===== src/rtl/fsr_pkg.sv =====
`timescale 1ns/1ps
package fsr_pkg;
    localparam int DEF_STAGES = 4;

    // Next-value bundle for the terminal decoder
    typedef struct packed {
        logic carry;
        logic armed;
        logic rst_prev;
    } dec_next_t;
endpackage


===== src/rtl/fsr_table.sv =====
`timescale 1ns/1ps
module fsr_table #(
    parameter int STAGES = fsr_pkg::DEF_STAGES,
    localparam int DEPTH = 1 << STAGES
) (
    input  logic              clk,
    input  logic              rst,
    input  logic              we,
    input  logic [STAGES-1:0] waddr,
    input  logic              wbit,
    input  logic [STAGES-1:0] raddr,
    output logic              rbit
);
    typedef struct packed {
        logic [DEPTH-1:0] tbl;
        logic             armed;
    } tbl_next_t;

    tbl_next_t n_d, n_q;

    always_comb begin
        n_d = n_q;
        if (we) begin
            n_d.tbl[waddr] = wbit;
        end
        n_d.armed = n_q.armed | rst;
    end

    // No reset: the contents must outlive reset
    always_ff @(posedge clk) begin
        n_q <= n_d;
    end

    assign rbit = n_q.tbl[raddr];


    tbl_write_chk: assert property (@(posedge clk) disable iff (rst)
        (n_q.armed && $past(we)) |-> (n_q.tbl[$past(waddr)] == $past(wbit)));
endmodule


===== src/rtl/fsr_shift.sv =====
`timescale 1ns/1ps
module fsr_shift #(
    parameter int STAGES = fsr_pkg::DEF_STAGES
) (
    input  logic              clk,
    input  logic              rst,
    input  logic [STAGES-1:0] seed,
    input  logic              din,
    output logic [STAGES-1:0] state
);
    localparam logic [STAGES-1:0] ALL_ZERO = '0;
    localparam logic [STAGES-1:0] ALL_ONE  = '1;

    typedef struct packed {
        logic [STAGES-1:0] st;
        logic              armed;
        logic              rst_prev;
    } sh_next_t;

    sh_next_t s_d, s_q;

    always_comb begin
        s_d          = s_q;
        s_d.rst_prev = rst;
        s_d.armed    = s_q.armed | rst;
        if (rst) begin
            s_d.st = seed;
        end else begin
            s_d.st = {s_q.st[STAGES-2:0], din};
        end
    end

    always_ff @(posedge clk) begin
        s_q <= s_d;
    end

    assign state = s_q.st;


    shift_move_chk: assert property (@(posedge clk) disable iff (rst)
        (s_q.armed && !s_q.rst_prev) |-> (s_q.st[STAGES-1:1] == $past(s_q.st[STAGES-2:0])));


    seed_load_chk: assert property (@(posedge clk) disable iff (rst)
        (s_q.armed && s_q.rst_prev) |-> (s_q.st == $past(seed)));


    zero_hold_chk: assert property (@(posedge clk) disable iff (rst)
        (s_q.armed && s_q.st == ALL_ZERO && !din) |=> (s_q.st == ALL_ZERO));


    ones_hold_chk: assert property (@(posedge clk) disable iff (rst)
        (s_q.armed && s_q.st == ALL_ONE && din) |=> (s_q.st == ALL_ONE));
endmodule


===== src/rtl/fsr_term.sv =====
`timescale 1ns/1ps
module fsr_term #(
    parameter int STAGES = fsr_pkg::DEF_STAGES
) (
    input  logic              clk,
    input  logic              rst,
    input  logic              we,
    input  logic [STAGES-1:0] wval,
    input  logic [STAGES-1:0] state,
    output logic              carry
);
    import fsr_pkg::*;

    dec_next_t         c_d, c_q;
    logic [STAGES-1:0] term_d, term_q;

    always_comb begin
        term_d = we ? wval : term_q;
        c_d.rst_prev = rst;
        c_d.armed    = c_q.armed | rst;
        c_d.carry    = !rst && (state == term_q);
    end

    // Terminal value has no reset; decoder output does
    always_ff @(posedge clk) begin
        term_q <= term_d;
        c_q    <= c_d;
    end

    assign carry = c_q.carry;


    carry_src_chk: assert property (@(posedge clk) disable iff (rst)
        (c_q.armed && !c_q.rst_prev && c_q.carry) |-> ($past(state) == $past(term_q)));


    carry_rst_chk: assert property (@(posedge clk) disable iff (rst)
        (c_q.armed && c_q.rst_prev) |-> !c_q.carry);
endmodule


===== src/rtl/fsr_divider.sv =====
`timescale 1ns/1ps
module fsr_divider #(
    parameter int STAGES = fsr_pkg::DEF_STAGES
) (
    input  logic              clk,
    input  logic              rst,
    input  logic [STAGES-1:0] seed,
    input  logic              tbl_we,
    input  logic [STAGES-1:0] tbl_addr,
    input  logic              tbl_bit,
    input  logic              term_we,
    input  logic [STAGES-1:0] term_val,
    output logic [STAGES-1:0] state,
    output logic              carry
);
    logic              fb_bit;
    logic [STAGES-1:0] st;

    fsr_table #(.STAGES(STAGES)) u_table (
        .clk(clk), .rst(rst), .we(tbl_we), .waddr(tbl_addr),
        .wbit(tbl_bit), .raddr(st), .rbit(fb_bit)
    );

    fsr_shift #(.STAGES(STAGES)) u_shift (
        .clk(clk), .rst(rst), .seed(seed), .din(fb_bit), .state(st)
    );

    fsr_term #(.STAGES(STAGES)) u_term (
        .clk(clk), .rst(rst), .we(term_we), .wval(term_val),
        .state(st), .carry(carry)
    );

    assign state = st;
endmodule


===== config.mk =====
export PLATFORM = sky130hd
export DESIGN_NAME = fsr_divider
export DESIGN_NICKNAME = d
export VERILOG_FILES = /design/src/rtl/fsr_pkg.sv /design/src/rtl/fsr_table.sv /design/src/rtl/fsr_shift.sv /design/src/rtl/fsr_term.sv /design/src/rtl/fsr_divider.sv
export SDC_FILE = /design/constraint.sdc
export NUM_CORES = 1
export LEC_CHECK = 0
export BUFFER_PORTS_ARGS = -buffer_cell sky130_fd_sc_hd__buf_2
export CORE_ASPECT_RATIO = 0.9
export CORE_MARGIN = 5
export CORE_UTILIZATION = 47
export DETAILED_ROUTE_END_ITERATION = 6
export MAX_ROUTING_LAYER = met4
export PLACE_DENSITY_LB_ADDON = 0.08
export SLEW_MARGIN = 20
export SYNTH_ARGS = -nofsm -noshare
export SYNTH_HDL_FRONTEND = slang
export SYNTH_SLANG_ARGS = --single-unit
export TNS_END_PERCENT = 50

===== constraint.sdc =====
create_clock -name clk -period 1.5 [get_ports clk]
set_input_delay 0.15 -clock clk [delete_from_list [all_inputs] [get_ports clk]]
set_output_delay 0.15 -clock clk [all_outputs]
set_load 0.01 [all_outputs]

==> results.txt, run 1 <==
Root Driver - clkbuf_4
Startpoint Class - flop
Initial Utilization - 48.8%
Clk Latency, worst-skew pair - 0.32 ns
Crit-path max cell delay - 0.48 ns
Crit. End Element - flop
CTS Buffer Depth - 2
P_leak - 0.461 nW
DP Wirelength - 1340 µm
Initial drt markers - 20
Critical-path maximum fanout - 1
Chip width - 59.7 µm
Worst-path cell chain - mux4_2 -> nor2b_1 -> a211o_1 -> a22o_1
Top Usage Layer GRT - met2
Peak VDD IR - 0.802 mV
WL/cell - 15.0 µm
Layout cell share with drive strength beyond 1 - 35.4%
Multi-input logic area - 318 µm²
Max Fclk - 654 MHz
WL final - 1890 µm
Final GP Congestion - 0.805
Worst hold path type - primary input to flop
Post-CTS Setup Inserts - 0
Setup CP Type - flop to flop
Last element of the critical path - u_shift.state[0]
Register area share after synthesis - 67.1%
Rows - 16
YS warnings - 0
Vias/cell - 5.14
Data arrival, critical path - 1.75 ns
RSZ-0062 raised after global routing - true
First-pass GRT wire length - 3130 µm
M2 GR Usage - 21.6%
DRC Markers - 0
TritonCTS Buffers - 3
Antenna violations before repair - 0
Period Utilization, post-route - 102%
Overall die height - 54.7 µm
Mapped Area - 0.00104 mm²
Die area - 0.00327 mm²
Core area - 0.00214 mm²
Commonest cells after routing, fill and taps aside - buf_2, edfxtp_1, nor2_1
Netlist cell types - 20
# setup viols final - 1
Syn_nets - 85
FF-to-FF path depth - 4
Worst setup margin - -0.0286 ns
Clock skew - 0.00589 ns
Vias in the first global route - 674
M3 GR Usage - 5.42%
Status - finished with violations
Max-cap violations - 0
Num ports - 22
Total number of vias - 648
Slowest CP cell - mux4_2
H-tree lvl count - 1
Worst relative slew slack - 82.3%
GR Overflow Total - 0
Failing checks - negative setup slack
DRT Pass-1 Iters - 4
Critical Path RT - 1.73 ns
IO buf count - 21
Antenna-violating nets left - 0
ANT cells - 0
Clock transition at path regs - 0.14 ns
Fin crit period - 1.53 ns
Avg Cell Area, Syn - 15.4 µm²
GRT Total Usage - 13.9%
FF-to-FF setup slack - -0.03 ns
Pwr Total - 1.30 mW
Grt met1 use - 16.8%
Filler cells - 171
Clock Sink Count - 25
Fin. max-slew vios - 0
Worst Max-Slew Pin Slew - 0.263 ns
Storage cell area - 706 µm²
Worst flop-to-flop path endpoint - u_shift.state[0]
Most common cell after layout, fill and taps aside - buf_2
Nets - 117
Pin count of the biggest net entering global routing - 17
Pre-CTS setup slack - -0.00659 ns
Final Hold Viols - 0
FF-to-FF Start - u_table.n_q[3]
CTS tree - done
Synth Instances - 68
Post-synthesis register bit count - 25
Pwr per Cell Area - 1030 mW/mm²
Area Growth Syn to Fin - 20.8%
Crit. Startpoint - u_table.n_q[3]
[timing repair]
| action | in CTS | in global routing |
|---|---|---|
| gates cloned | 0 | 0 |
| hold endpoints to repair | 4 | 0 |
| gates resized for setup | 3 | 0 |
| setup endpoints to repair | 1 | 1 |
| hold buffers | 4 | 0 |
[cells in the mapped netlist]
| cell type | n | area (µm²) |
|---|---|---|
| buf_6 | 2 | 22.5 |
| edfxtp_1 | 20 | 601 |
| mux4_2 | 3 | 67.6 |
| nand3b_1 | 2 | 15.0 |
| a211o_1 | 1 | 8.76 |
| or3b_1 | 1 | 8.76 |
| xnor2_1 | 3 | 26.3 |
| nand2b_1 | 2 | 12.5 |
| nor3_1 | 5 | 25.0 |
| nand2_1 | 1 | 3.75 |
| nor2_1 | 12 | 45.0 |
| mux2_1 | 3 | 33.8 |
| mux4_1 | 1 | 26.3 |
| a21oi_1 | 1 | 5.00 |
| a22o_1 | 1 | 8.76 |
| nor2b_1 | 1 | 6.26 |
| dfxtp_1 | 5 | 100 |
| xor2_1 | 1 | 8.76 |
| mux2i_1 | 1 | 10.0 |
| nand3_1 | 2 | 10.0 |
[kinds of logic (layout without fill, tap and decap cells)]
group,Yosys count,count (layout),share of synthesized area [%]
AO/OA/AOI/OAI,3,3,2.16
XOR/XNOR,4,4,3.35
buffers and inverters,2,33,2.16
flip-flops,25,25,67.1
multiplexers,8,8,13.2
AND/OR/NAND/NOR,26,26,12.1
[through the flow]
step / TNS [ns] / hold slack [ns] / cell area (µm²) / util, % / std cells
after floorplan: -0.0623 / 0.227 / 1050 / - / 68
after global placement: 0 / 0.328 / 1190 / 55.7 / 118
after detailed placement: -0.00659 / 0.329 / 1190 / 55.7 / 118
after CTS: 0 / 0.0266 / 1260 / 58.9 / 126
after global routing: -0.0857 / 0.0323 / 1260 / 58.9 / 126
final: -0.0286 / 0.0327 / 1260 / 58.9 / 126
[report_power, final]
group / leakage, nW / total [mW] / switching (mW) / internal (mW)
Combinational: 0.221 / 0.188 / 0.0796 / 0.109
Clock: 0.0139 / 0.305 / 0.203 / 0.102
Sequential: 0.226 / 0.809 / 0.0254 / 0.783
Total: 0.461 / 1.30 / 0.308 / 0.994
[critical path, delay by kind of cell, from the launching register on]
family          cells  cell delay [ns]
mux                 1             0.48
flops               1             0.42
simple gates        1             0.14
compound gates      2             0.39
[layout make-up]
type / count / area share (%)
tap: 27 / 2.68
multi-input combinational: 41 / 25.2
clock inverter: 1 / 0.595
sequential: 25 / 55.9
timing repair buffer: 29 / 13.9
clock buffer: 3 / 1.78
[state kept, by name, summed over array words and instances, names as in the netlist]
name	flops
u_term.carry	1
u_table.n_q	16
u_term.term_q	4
u_shift.state	4
[metal layers]
metal | vias to the layer above | wire (µm)
li1 | 318 | -
met1 | 304 | 825
met2 | 24 | 895
met3 | 2 | 162
met4 | 0 | 9
met5 | - | 0
[worst min-delay path by stage]
| stage | end | depth (start not counted) | from |
|---|---|---|---|
| after detailed placement | u_term.term_q[3] | 1 | term_val[3] |
| final | u_shift.state[2] | 2 | seed[2] |
| after global routing | u_shift.state[2] | 2 | seed[2] |
| after floorplan | u_term.carry | 1 | rst |
| after global placement | u_term.term_q[1] | 1 | term_val[1] |
| after CTS | u_shift.state[2] | 2 | seed[2] |
Note: power is estimated with default switching activity, not from simulation.
==> run 2: changes to the inputs <==
SLEW_MARGIN = unset   (was 20)
SYNTH_HIERARCHICAL = 1   (was unset)
==> run 2 against run 1 <==
  * The run now ends clean
  * Clock-buffer cell count unchanged
  * Via count up 2.2%
  * Clock skew up 0.00060 ns
  * Sequential cell count is the same
  * Maximum frequency grew 3.2%
  * Sequential power increased by 2%
  * Power grew 4.2%
  * Routed wire length down 2.6%
  * Combinational power up 18%
  * Die area rose by 0.50%
  * Worst setup slack gained 0.048 ns
  * Critical path type unchanged
==> results.txt, run 2 <==
Status - completed
Clk Latency, worst-skew pair - 0.32 ns
Die area - 0.00328 mm²
Layout cell share with drive strength beyond 1 - 39.4%
Crit. End Element - flop
Num ports - 22
Antenna violations before repair - 0
Pin count of the biggest net entering global routing - 17
WL/cell - 14.6 µm
P_leak - 0.476 nW
Post-Synth Adder-Cell Area - 0%
Post-Synth Simple-Gate Area - 11.7%
First-pass GRT wire length - 3070 µm
YS warnings - 6
ANT cells - 0
Worst Max-Slew Pin Slew - 0.271 ns
IO buf count - 21
Final Hold Viols - 0
GR Overflow Total - 0
FFs w/ async S/R, synth - 0%
Nets - 117
Top-area cell type share of the netlist area - 57.1%
FF-to-FF Start - u_shift/state[0]
Initial drt markers - 15
Netlist cell types - 18
Clock transition at path regs - 0.13 ns
Fin. max-slew vios - 0
Number of flip-flops in the largest register - 16
CTS Buffer Depth - 2
Top_reg_cell synth - edfxtp_1
Worst relative slew slack - 81.9%
Startpoint Class - flop
Vias in the first global route - 689
Dpl cell area - 0.00121 mm²
Critical-path maximum fanout - 5
Synth Instances - 68
Antenna-violating nets left - 0
Hold path depth - 2
Total number of vias - 662
TritonCTS Buffers - 3
Clock Sink Count - 25
Post-synth EDFFs - 20
Fin crit period - 1.48 ns
Placed cells - 118
Overall die height - 54.9 µm
Chip width - 59.8 µm
Hold Startpoint - seed[1]
Post-synth top cells - edfxtp_1, nor2_1, dfxtp_1
Largest family of logic cells by synthesized area - multiplexers
Critical Path RT - 1.72 ns
Worst hold path type - primary input to flop
Final Instance Count excl. Fillers - 126
Largest Register - u_table/n_q
Pwr Total - 1.36 mW
Peak VDD IR - 0.754 mV
Yosys top cell by area - edfxtp_1
WHS Endpoint - u_shift/state[1]
Post-synthesis register bit count - 25
# setup viols final - 0
Mapped Area - 0.00105 mm²
Utilization after layout - 59.4%
FF-to-FF setup slack - 0.02 ns
Rows - 16
DRT Pass-1 Iters - 4
RSZ-0062 raised after global routing - true
Initial Utilization - 48.6%
Synth area leaders - edfxtp_1, mux4_1, dfxtp_1
Final GP Congestion - 0.759
Post-synthesis mux area share - 17.1%
Top-count cell post-synth - edfxtp_1
Final instance area - 0.00128 mm²
Avg Cell Area, Syn - 15.5 µm²
DRC Markers - 0
Post-Synth XOR/XNOR Area - 0.833%
Setup TNS - 0 ns
Filler cells - 187
Crit. Startpoint - u_shift/state[0]
Compound-Gate Fraction of Synth Area - 2.62%
FF-to-FF path depth - 4
Setup CP Type - flop to flop
DP Wirelength - 1340 µm
H-tree lvl count - 1
Root Driver - clkbuf_4
Max-cap violations - 0
Data arrival, critical path - 1.70 ns
Area Growth Syn to Fin - 22.1%
Syn_nets - 85
WL final - 1840 µm
Most common cell after layout, fill and taps aside - buf_2
Period Utilization, post-route - 98.7%
GRT Total Usage - 13.6%
Commonest cells after routing, fill and taps aside - buf_2, edfxtp_1, nor2_1
Register area share after synthesis - 66.7%
CTS tree - done
Post-CTS Setup Inserts - 0
Core area - 0.00216 mm²
Vias/cell - 5.25
Worst flop-to-flop path endpoint - u_shift/state[0]
Clock skew - 0.00649 ns
Pwr per Cell Area - 1060 mW/mm²
Max Fclk - 675 MHz
## run 2: logic make-up after synthesis
logic type / Yosys count
simple gates: 25
flops: 25
mux: 11
buf+inv: 3
xor+xnor: 1
compound gates: 3
## run 2: layout make-up
cell class,count,area [µm²],area share [%]
tap,27,33.8,2.63
inverter,3,11.3,0.877
sequential,25,706,55.0
clock inverter,1,8.76,0.682
multi-input combinational,40,342,26.6
timing repair buffer,27,160,12.5
clock buffer,3,22.5,1.75
## run 2: worst max path at each step
stage / depth (start not counted) / slack (ns) / end
floorplan: 4 / 0.008 / u_shift/state[0]
global placement: 4 / 0.006 / u_shift/state[0]
detailed placement: 4 / -0.02 / u_shift/state[0]
CTS: 4 / 0.0005 / u_shift/state[0]
global route: 4 / -0.03 / u_shift/state[0]
finish: 4 / 0.02 / u_shift/state[0]
## run 2: report_power, final
part | total [mW] | internal [mW] | switching (mW)
Clock | 0.306 | 0.108 | 0.198
Combinational | 0.222 | 0.127 | 0.0950
Sequential | 0.828 | 0.789 | 0.0393
Total | 1.36 | 1.02 | 0.332
## run 2: worst max-delay path, stage by stage (launching register included)
cell and delay, ns:
dfxtp_4 0.41, mux4_2 0.50, mux2i_1 0.14, mux2i_1 0.08
mux2_2 0.25
## run 2: stage by stage
step | setup WS [ns] | hold WS [ns]
4_1_cts | 0.000493 | 0.0461
6_report | 0.0195 | 0.0588
2_1_floorplan | 0.00849 | 0.249
5_1_grt | -0.0320 | 0.0345
3_5_place_dp | -0.0199 | 0.329
3_3_place_gp | 0.00643 | 0.327
## run 2: timing repair
item / 4_1_cts / 5_1_grt
hold endpoints to repair: 4 / 0
setup endpoints to repair: 2 / 2
gates resized for setup: 6 / 1
pin swaps: 0 / 1
hold buffers: 4 / 0
## run 2: metal layers
layer	global-route usage, %	vias up	part of all wire, %
li1	-	323	-
met1	14.2	315	40
met2	23.6	20	50
met3	4.48	4	7.5
met4	5.90	0	2.5
met5	-	-	0
